[src/rtl/fwd_pkg.sv]
package fwd_pkg;

  localparam int unsigned OP_COUNT = 2;

  typedef enum logic [1:0] {
    SRC_REGFILE = 2'b00,
    SRC_WB      = 2'b01,
    SRC_MEM     = 2'b10
  } fwdSrc_e;

  typedef struct packed {
    logic [OP_COUNT-1:0] takeMem;
    logic [OP_COUNT-1:0] takeWb;
  } fwdStrobes_t;

endpackage

[src/rtl/fwd_match.sv]
module fwd_match #(
  parameter int unsigned REG_W = 5
) (
  input  logic [REG_W-1:0] srcReg,
  input  logic [REG_W-1:0] memDst,
  input  logic             memWr,
  input  logic [REG_W-1:0] wbDst,
  input  logic             wbWr,
  output logic             hitMem,
  output logic             hitWb
);

  localparam logic [REG_W-1:0] ZERO_REG = '0;

  logic memCand;
  logic wbCand;

  always_comb begin
    memCand = memWr && (memDst != ZERO_REG) && (memDst == srcReg);
    wbCand  = wbWr  && (wbDst  != ZERO_REG) && (wbDst  == srcReg);
    hitMem  = memCand;
    hitWb   = wbCand && !memCand;
  end

  always_comb begin
    assert_single_source_R4: assert (!(hitMem && hitWb));
    if (hitWb) begin
      assert_wb_qualifies_R3: assert (wbWr && (srcReg == wbDst));
    end
  end

endmodule

[src/rtl/fwd_ctrl.sv]
module fwd_ctrl
  import fwd_pkg::*;
#(
  parameter int unsigned REG_W = 5
) (
  input  logic [OP_COUNT-1:0][REG_W-1:0] srcReg,
  input  logic [REG_W-1:0]               memDst,
  input  logic                           memWr,
  input  logic [REG_W-1:0]               wbDst,
  input  logic                           wbWr,
  output fwdStrobes_t                    strobes
);

  logic [OP_COUNT-1:0] hitMemVec;
  logic [OP_COUNT-1:0] hitWbVec;

  for (genvar op = 0; op < OP_COUNT; op++) begin : g_op
    fwd_match #(.REG_W(REG_W)) u_match (
      .srcReg (srcReg[op]),
      .memDst (memDst),
      .memWr  (memWr),
      .wbDst  (wbDst),
      .wbWr   (wbWr),
      .hitMem (hitMemVec[op]),
      .hitWb  (hitWbVec[op])
    );

    always_comb begin
      if (strobes.takeMem[op]) begin
        assert_mem_needs_write_R5: assert (memWr);
        assert_mem_not_reg0_R6: assert (memDst != '0);
      end
      if (strobes.takeWb[op]) begin
        assert_wb_needs_write_R5: assert (wbWr);
        assert_wb_not_reg0_R6: assert (wbDst != '0);
      end
    end
  end

  always_comb begin
    strobes.takeMem = hitMemVec;
    strobes.takeWb  = hitWbVec;
  end

endmodule

[src/rtl/fwd_datapath.sv]
module fwd_datapath
  import fwd_pkg::*;
#(
  parameter int unsigned DATA_W = 32
) (
  input  fwdStrobes_t                     strobes,
  input  logic [OP_COUNT-1:0][DATA_W-1:0] rfData,
  input  logic [DATA_W-1:0]               memData,
  input  logic [DATA_W-1:0]               wbData,
  output logic [OP_COUNT-1:0][1:0]        selOut,
  output logic [OP_COUNT-1:0][DATA_W-1:0] operand
);

  for (genvar op = 0; op < OP_COUNT; op++) begin : g_mux
    fwdSrc_e selCode;

    always_comb begin
      if (strobes.takeMem[op])      selCode = SRC_MEM;
      else if (strobes.takeWb[op])  selCode = SRC_WB;
      else                          selCode = SRC_REGFILE;
    end

    always_comb begin
      selOut[op] = selCode;
      unique case (selCode)
        SRC_MEM: operand[op] = memData;
        SRC_WB:  operand[op] = wbData;
        default: operand[op] = rfData[op];
      endcase
    end

    always_comb begin
      assert_sel_legal_R1: assert (selOut[op] != 2'b11);
      if (selOut[op] == 2'b10) begin
        assert_mem_value_R2: assert (operand[op] == memData);
      end
      if (selOut[op] == 2'b01) begin
        assert_wb_value_R3: assert (operand[op] == wbData);
      end
      if (selOut[op] == 2'b00) begin
        assert_rf_value_R1: assert (operand[op] == rfData[op]);
      end
    end
  end

endmodule

[src/rtl/fwd_unit.sv]
module fwd_unit
  import fwd_pkg::*;
#(
  parameter int unsigned REG_W  = 5,
  parameter int unsigned DATA_W = 32
) (
  input  logic [OP_COUNT-1:0][REG_W-1:0]  exSrcReg,
  input  logic [OP_COUNT-1:0][DATA_W-1:0] exRfData,
  input  logic [REG_W-1:0]                memDstReg,
  input  logic                            memRegWrite,
  input  logic [DATA_W-1:0]               memAluResult,
  input  logic [REG_W-1:0]                wbDstReg,
  input  logic                            wbRegWrite,
  input  logic [DATA_W-1:0]               wbResult,
  output logic [OP_COUNT-1:0][1:0]        fwdSel,
  output logic [OP_COUNT-1:0][DATA_W-1:0] aluOperand
);

  fwdStrobes_t strobes;

  fwd_ctrl #(.REG_W(REG_W)) u_ctrl (
    .srcReg  (exSrcReg),
    .memDst  (memDstReg),
    .memWr   (memRegWrite),
    .wbDst   (wbDstReg),
    .wbWr    (wbRegWrite),
    .strobes (strobes)
  );

  fwd_datapath #(.DATA_W(DATA_W)) u_dp (
    .strobes (strobes),
    .rfData  (exRfData),
    .memData (memAluResult),
    .wbData  (wbResult),
    .selOut  (fwdSel),
    .operand (aluOperand)
  );

endmodule

[config.mk]
export PLATFORM = sky130hd
export DESIGN_NAME = fwd_unit
export DESIGN_NICKNAME = d
export VERILOG_FILES = /design/src/rtl/fwd_pkg.sv /design/src/rtl/fwd_match.sv /design/src/rtl/fwd_ctrl.sv /design/src/rtl/fwd_datapath.sv /design/src/rtl/fwd_unit.sv
export SDC_FILE = /design/constraint.sdc
export NUM_CORES = 1
export LEC_CHECK = 0
export ABC_AREA = 1
export BUFFER_PORTS_ARGS = -buffer_cell sky130_fd_sc_hd__clkbuf_2
export CORE_MARGIN = 1.5
export CORE_UTILIZATION = 25
export DETAILED_ROUTE_END_ITERATION = 12
export GPL_TIMING_DRIVEN = 0
export PLACE_DENSITY = 0.62
export SETUP_SLACK_MARGIN = 0.15
export SLEW_MARGIN = 5
export SYNTH_ARGS = -nofsm -noshare
export SYNTH_HDL_FRONTEND = slang
export SYNTH_SLANG_ARGS = --single-unit
[constraint.sdc]
create_clock -name vclk -period 1.2
set_input_delay 0.06 -clock vclk [all_inputs]
set_output_delay 0.06 -clock vclk [all_outputs]
set_load 0.02 [all_outputs]
Word-level counts from Yosys, hierarchy flattened
Cells that the tools add are included.
{"block": "totals", "elab_cells": 26, "latchBits": 0, "output_inout_bits": 68, "mem_count": 0, "mem_bits_ro": 0, "ramBits": 0, "reg_bits": 0}
{"block": "op_classes", "reduce_logical": 12, "n_addsub": 0, "bitwise": 0, "magnitude_cmp": 0, "shift": 0, "n_div": 0, "muxes": 6, "n_eq_ne": 8, "mul": 0}
{"operator": "one-hot mux 32 bit (2 select lines)", "count": 2}
{"operator": "equality test 5 bit", "count": 4}
{"operator": "nonzero test 5 bit", "count": 2}
{"operator": "logical AND 1 bit", "count": 8}
{"operator": "equality test 2 x 1 -> 1 bit, second input constant", "count": 2}
{"operator": "equality test 2 bit, second input constant", "count": 2}
{"operator": "two-way mux 2 bit", "count": 2}
{"operator": "logical NOT 1 bit", "count": 2}
{"operator": "two-way mux 1 bit", "count": 2}

Depth between registers and ports, before layout
{"block": "depth", "word_depth": 9, "depth_mapped": 10}

Modules after synthesis
Synthesis repeated with hierarchy kept, for this count alone.
{"block": "unflattened", "hier_cells": 408, "hier_area_um2": 1891.8}
{"module": "fwd_datapath", "area_per_inst_um2": 1441.4, "n_inst": 1, "seq_area_each_um2": 0.0, "cells_per_inst": 294}
{"module": "fwd_match", "area_per_inst_um2": 225.2, "n_inst": 2, "seq_area_each_um2": 0.0, "cells_per_inst": 57}

Worst setup path after synthesis
Ideal clock, no wire load.
{"block": "synth_timing", "path_type": "input to output", "startpoint": "input wbDstReg[0]", "endpoint": "output fwdSel[2] (netlist name)", "t_arrival_ps": 1094, "path_slack_ps": 46, "cell_stages": 7, "t_required_ps": 1140, "cell_sequence": "buf_6 xnor2_1 nand2_1 nor2_1 nand3_4 buf_6 nor2_1"}
{"element": "start, declared", "line": "fwd_unit.sv:12", "source": "input logic [REG_W-1:0] wbDstReg,"}
{"element": "end, declared", "line": "fwd_unit.sv:15", "source": "output logic [OP_COUNT-1:0][1:0] fwdSel,"}

==> key figures <==
Setup path
  • CP arrival: 1.33 ns
  • Slowest-stage cell, CP: nor2_4
  • Crit-path most repeated cell: nand3_2
  • CP max FO: 6
  • CP max stage delay: 0.16 ns
  • CP required: 1.14 ns
  • CP cell instances: buf_4, inv_1, nand2_1, nand2_2, nor2_2, nand3_2, nor2_4, buf_12, buf_8, nand3_2, nand3_4, clkbuf_8
  • Crit Path Category: input port to primary output
  • Stages on worst setup path: 12
  • Bufs and invs on worst path: 5
  • CP endpoint kind: primary output
  • CP Launch Type: input port
  • Kind of cell adding the most delay to the critical path: simple AND/OR/NAND/NOR gates

Worst hold path
  • Worst min path class: input port to primary output
  • Hold path depth: 4

Power
  • Worst vdd ir: 0.000187 V
  • Cell Pwr Density: 328 nW/um^2
  • Leak: 2.85 nW

Logic synthesis
  • Sequential share of the synthesized area: 0%
  • Synth warn: 0
  • Mapped Area: 2010 sq um
  • Post-synth net total: 540
  • Library cells used by synthesis: 19
  • Post-Synthesis Cells: 390
  • Syn avg cell area: 5.15 sq um

Floorplanning
  • Rows: 32
  • Starting density of the core: 25.9%
  • Die Y: 92.7 microns
  • Area of the core: 7770 sq um
  • Die area: 8580 sq um
  • Die Span X: 92.7 microns
  • I/O pins: 218

Layout
  • Nets@finish: 784
  • Seq Cell Count: 0
  • Inserted Diodes: 0
  • Final instance area: 5560 sq um
  • Area Growth Syn to Fin: 177%
  • Share of layout cells above drive strength 1: 78.8%
  • Core Util, Final: 71.6%
  • # clk buffers: 0
  • Finished Layout Cells: 734
  • Sequential cell area: 0 sq um
  • Area of the multi-input gates: 2730 sq um
  • FILL cells: 587

Timing
  • Final Cycle Share: 116%
  • RSZ-0062 raised after global routing: yes
  • Hold Fails Final Rpt: 0
  • Hold Slack: 0.441 ns
  • Slew headroom: 86.2%
  • Tmin final: 1.39 ns
  • Max Slew Vio Count: 0
  • Peak Freq: 718 MHz
  • Final setup fails: 68
  • Worst Tran Pin Value: 0.206 ns
  • PnR worst setup slack: -0.193 ns

Placed design
  • Port buffer count: 217
  • Dpl hpwl: 9390 microns
  • Dpl cell area: 3650 sq um
  • Placed insts: 709
  • Global placer's final weighted congestion: 0.870

Global route
  • Gr usage total: 27.3%
  • First-pass GRT wire length: 18500 microns
  • Largest net degree at the start of global routing: 11
  • Vias in the first global route: 3638
  • Grt ovf: 0
  • Initial antenna violation count: 0

Drt
  • DRC viols: 0
  • Via density: 5.39
  • Antenna-violating nets left: 0
  • Final wirelength: 14100 microns
  • Drt wl/cell: 19.2 microns
  • Initial DRC Count: 165
  • Total number of vias: 3957
  • Drt first pass iters: 4

Status
  • Run status: complete, but fails checks
  • Failing checks: negative setup slack

Run
  • Max-capacitance violation count: 0

Clocking
  • Hold_buf cts: 0
stage by stage:
step	total power, mW	TNS [ns]	setup WS [ns]
after floorplan	0.665	0	0.108
after global placement	1.20	-18.83	-0.377
after detailed placement	1.21	-19.58	-0.383
after CTS	1.51	-11.20	-0.192
after global routing	1.92	-14.41	-0.261
final	1.83	-10.21	-0.193
area by class of cell:
class / instances / share of cell area [%]
repair buffers: 242 / 37.0
inverters: 17 / 1.51
plain buffers: 35 / 10.1
multi-input cells: 338 / 49.1
well taps: 102 / 2.30
where the power goes:
part | switching [mW] | leakage (nW) | internal (mW)
Clock | 0 | 0 | 0
Sequential | 0 | 0 | 0
Combinational | 0.910 | 2.85 | 0.916
final timing paths:
| kind | startpoint | to | slack (ns) |
|---|---|---|---|
| worst min-delay path | exRfData[48] | aluOperand[48] | 0.44 |
| worst max-delay path | exSrcReg[3] | aluOperand[9] | -0.19 |
layout by cell type (no fill, tap or decap):
| cell type | Yosys | final |
|---|---|---|
| and2b_1 | 1 | 1 |
| clkbuf_2 | 0 | 136 |
| nand3_4 | 2 | 16 |
| nor3_2 | 0 | 1 |
| nand3b_1 | 1 | 1 |
| nor2_4 | 2 | 4 |
| nand3_1 | 192 | 27 |
| nand2_4 | 0 | 1 |
| xnor2_4 | 0 | 1 |
| inv_6 | 0 | 2 |
| inv_4 | 0 | 4 |
| inv_2 | 5 | 7 |
| nor2_2 | 2 | 9 |
| buf_16 | 0 | 1 |
| xnor2_1 | 6 | 1 |
| xnor2_2 | 0 | 4 |
| nor2b_4 | 0 | 1 |
| clkbuf_8 | 0 | 16 |
| buf_2 | 14 | 3 |
| nor2_1 | 13 | 4 |
| clkbuf_16 | 0 | 6 |
| nand2_1 | 105 | 90 |
| xor2_1 | 6 | 6 |
| buf_4 | 6 | 19 |
| nand3_2 | 5 | 156 |
| nand2_2 | 1 | 15 |
| buf_12 | 0 | 14 |
| clkbuf_4 | 0 | 2 |
| inv_1 | 12 | 4 |
| buf_8 | 0 | 50 |
| buf_6 | 15 | 30 |
what timing repair did:
item / CTS / global route
pin swaps: 11 / 35
resized for setup: 200 / 241
gates cloned: 4 / 5
setup endpoints to repair: 68 / 68
setup buffers: 9 / 7
hold endpoints to repair: 0 / 0
cells by family after synthesis:
| group | synth area share (%) |
|---|---|
| simple gates | 77.5 |
| buf+inv | 17.3 |
| xor+xnor | 5.23 |
synth_stat cells (5+ instances only):
library cell | number | area (sq um)
xnor2_1 | 6 | 52.6
buf_6 | 15 | 169
nand3_2 | 5 | 50.1
nand2_1 | 105 | 394
inv_2 | 5 | 18.8
xor2_1 | 6 | 52.6
buf_4 | 6 | 45.0
inv_1 | 12 | 45.0
nor2_1 | 13 | 48.8
nand3_1 | 192 | 961
buf_2 | 14 | 70.1
routing by layer:
metal  global-route usage [%]  wire [microns]  vias to the layer above
li1                         -               -                     1827
met1                     32.1            5040                     1878
met2                     50.9            7420                      200
met3                     3.78             989                       52
met4                     7.58             637                        0
met5                        0               0                        -
tightest hold or removal path, delay by kind of cell:
family / cells / cell delay, ns
AND/OR/NAND/NOR: 2 / 0.13
buffers and inverters: 2 / 0.19
No activity file was read; power rests on OpenSTA's default activity.
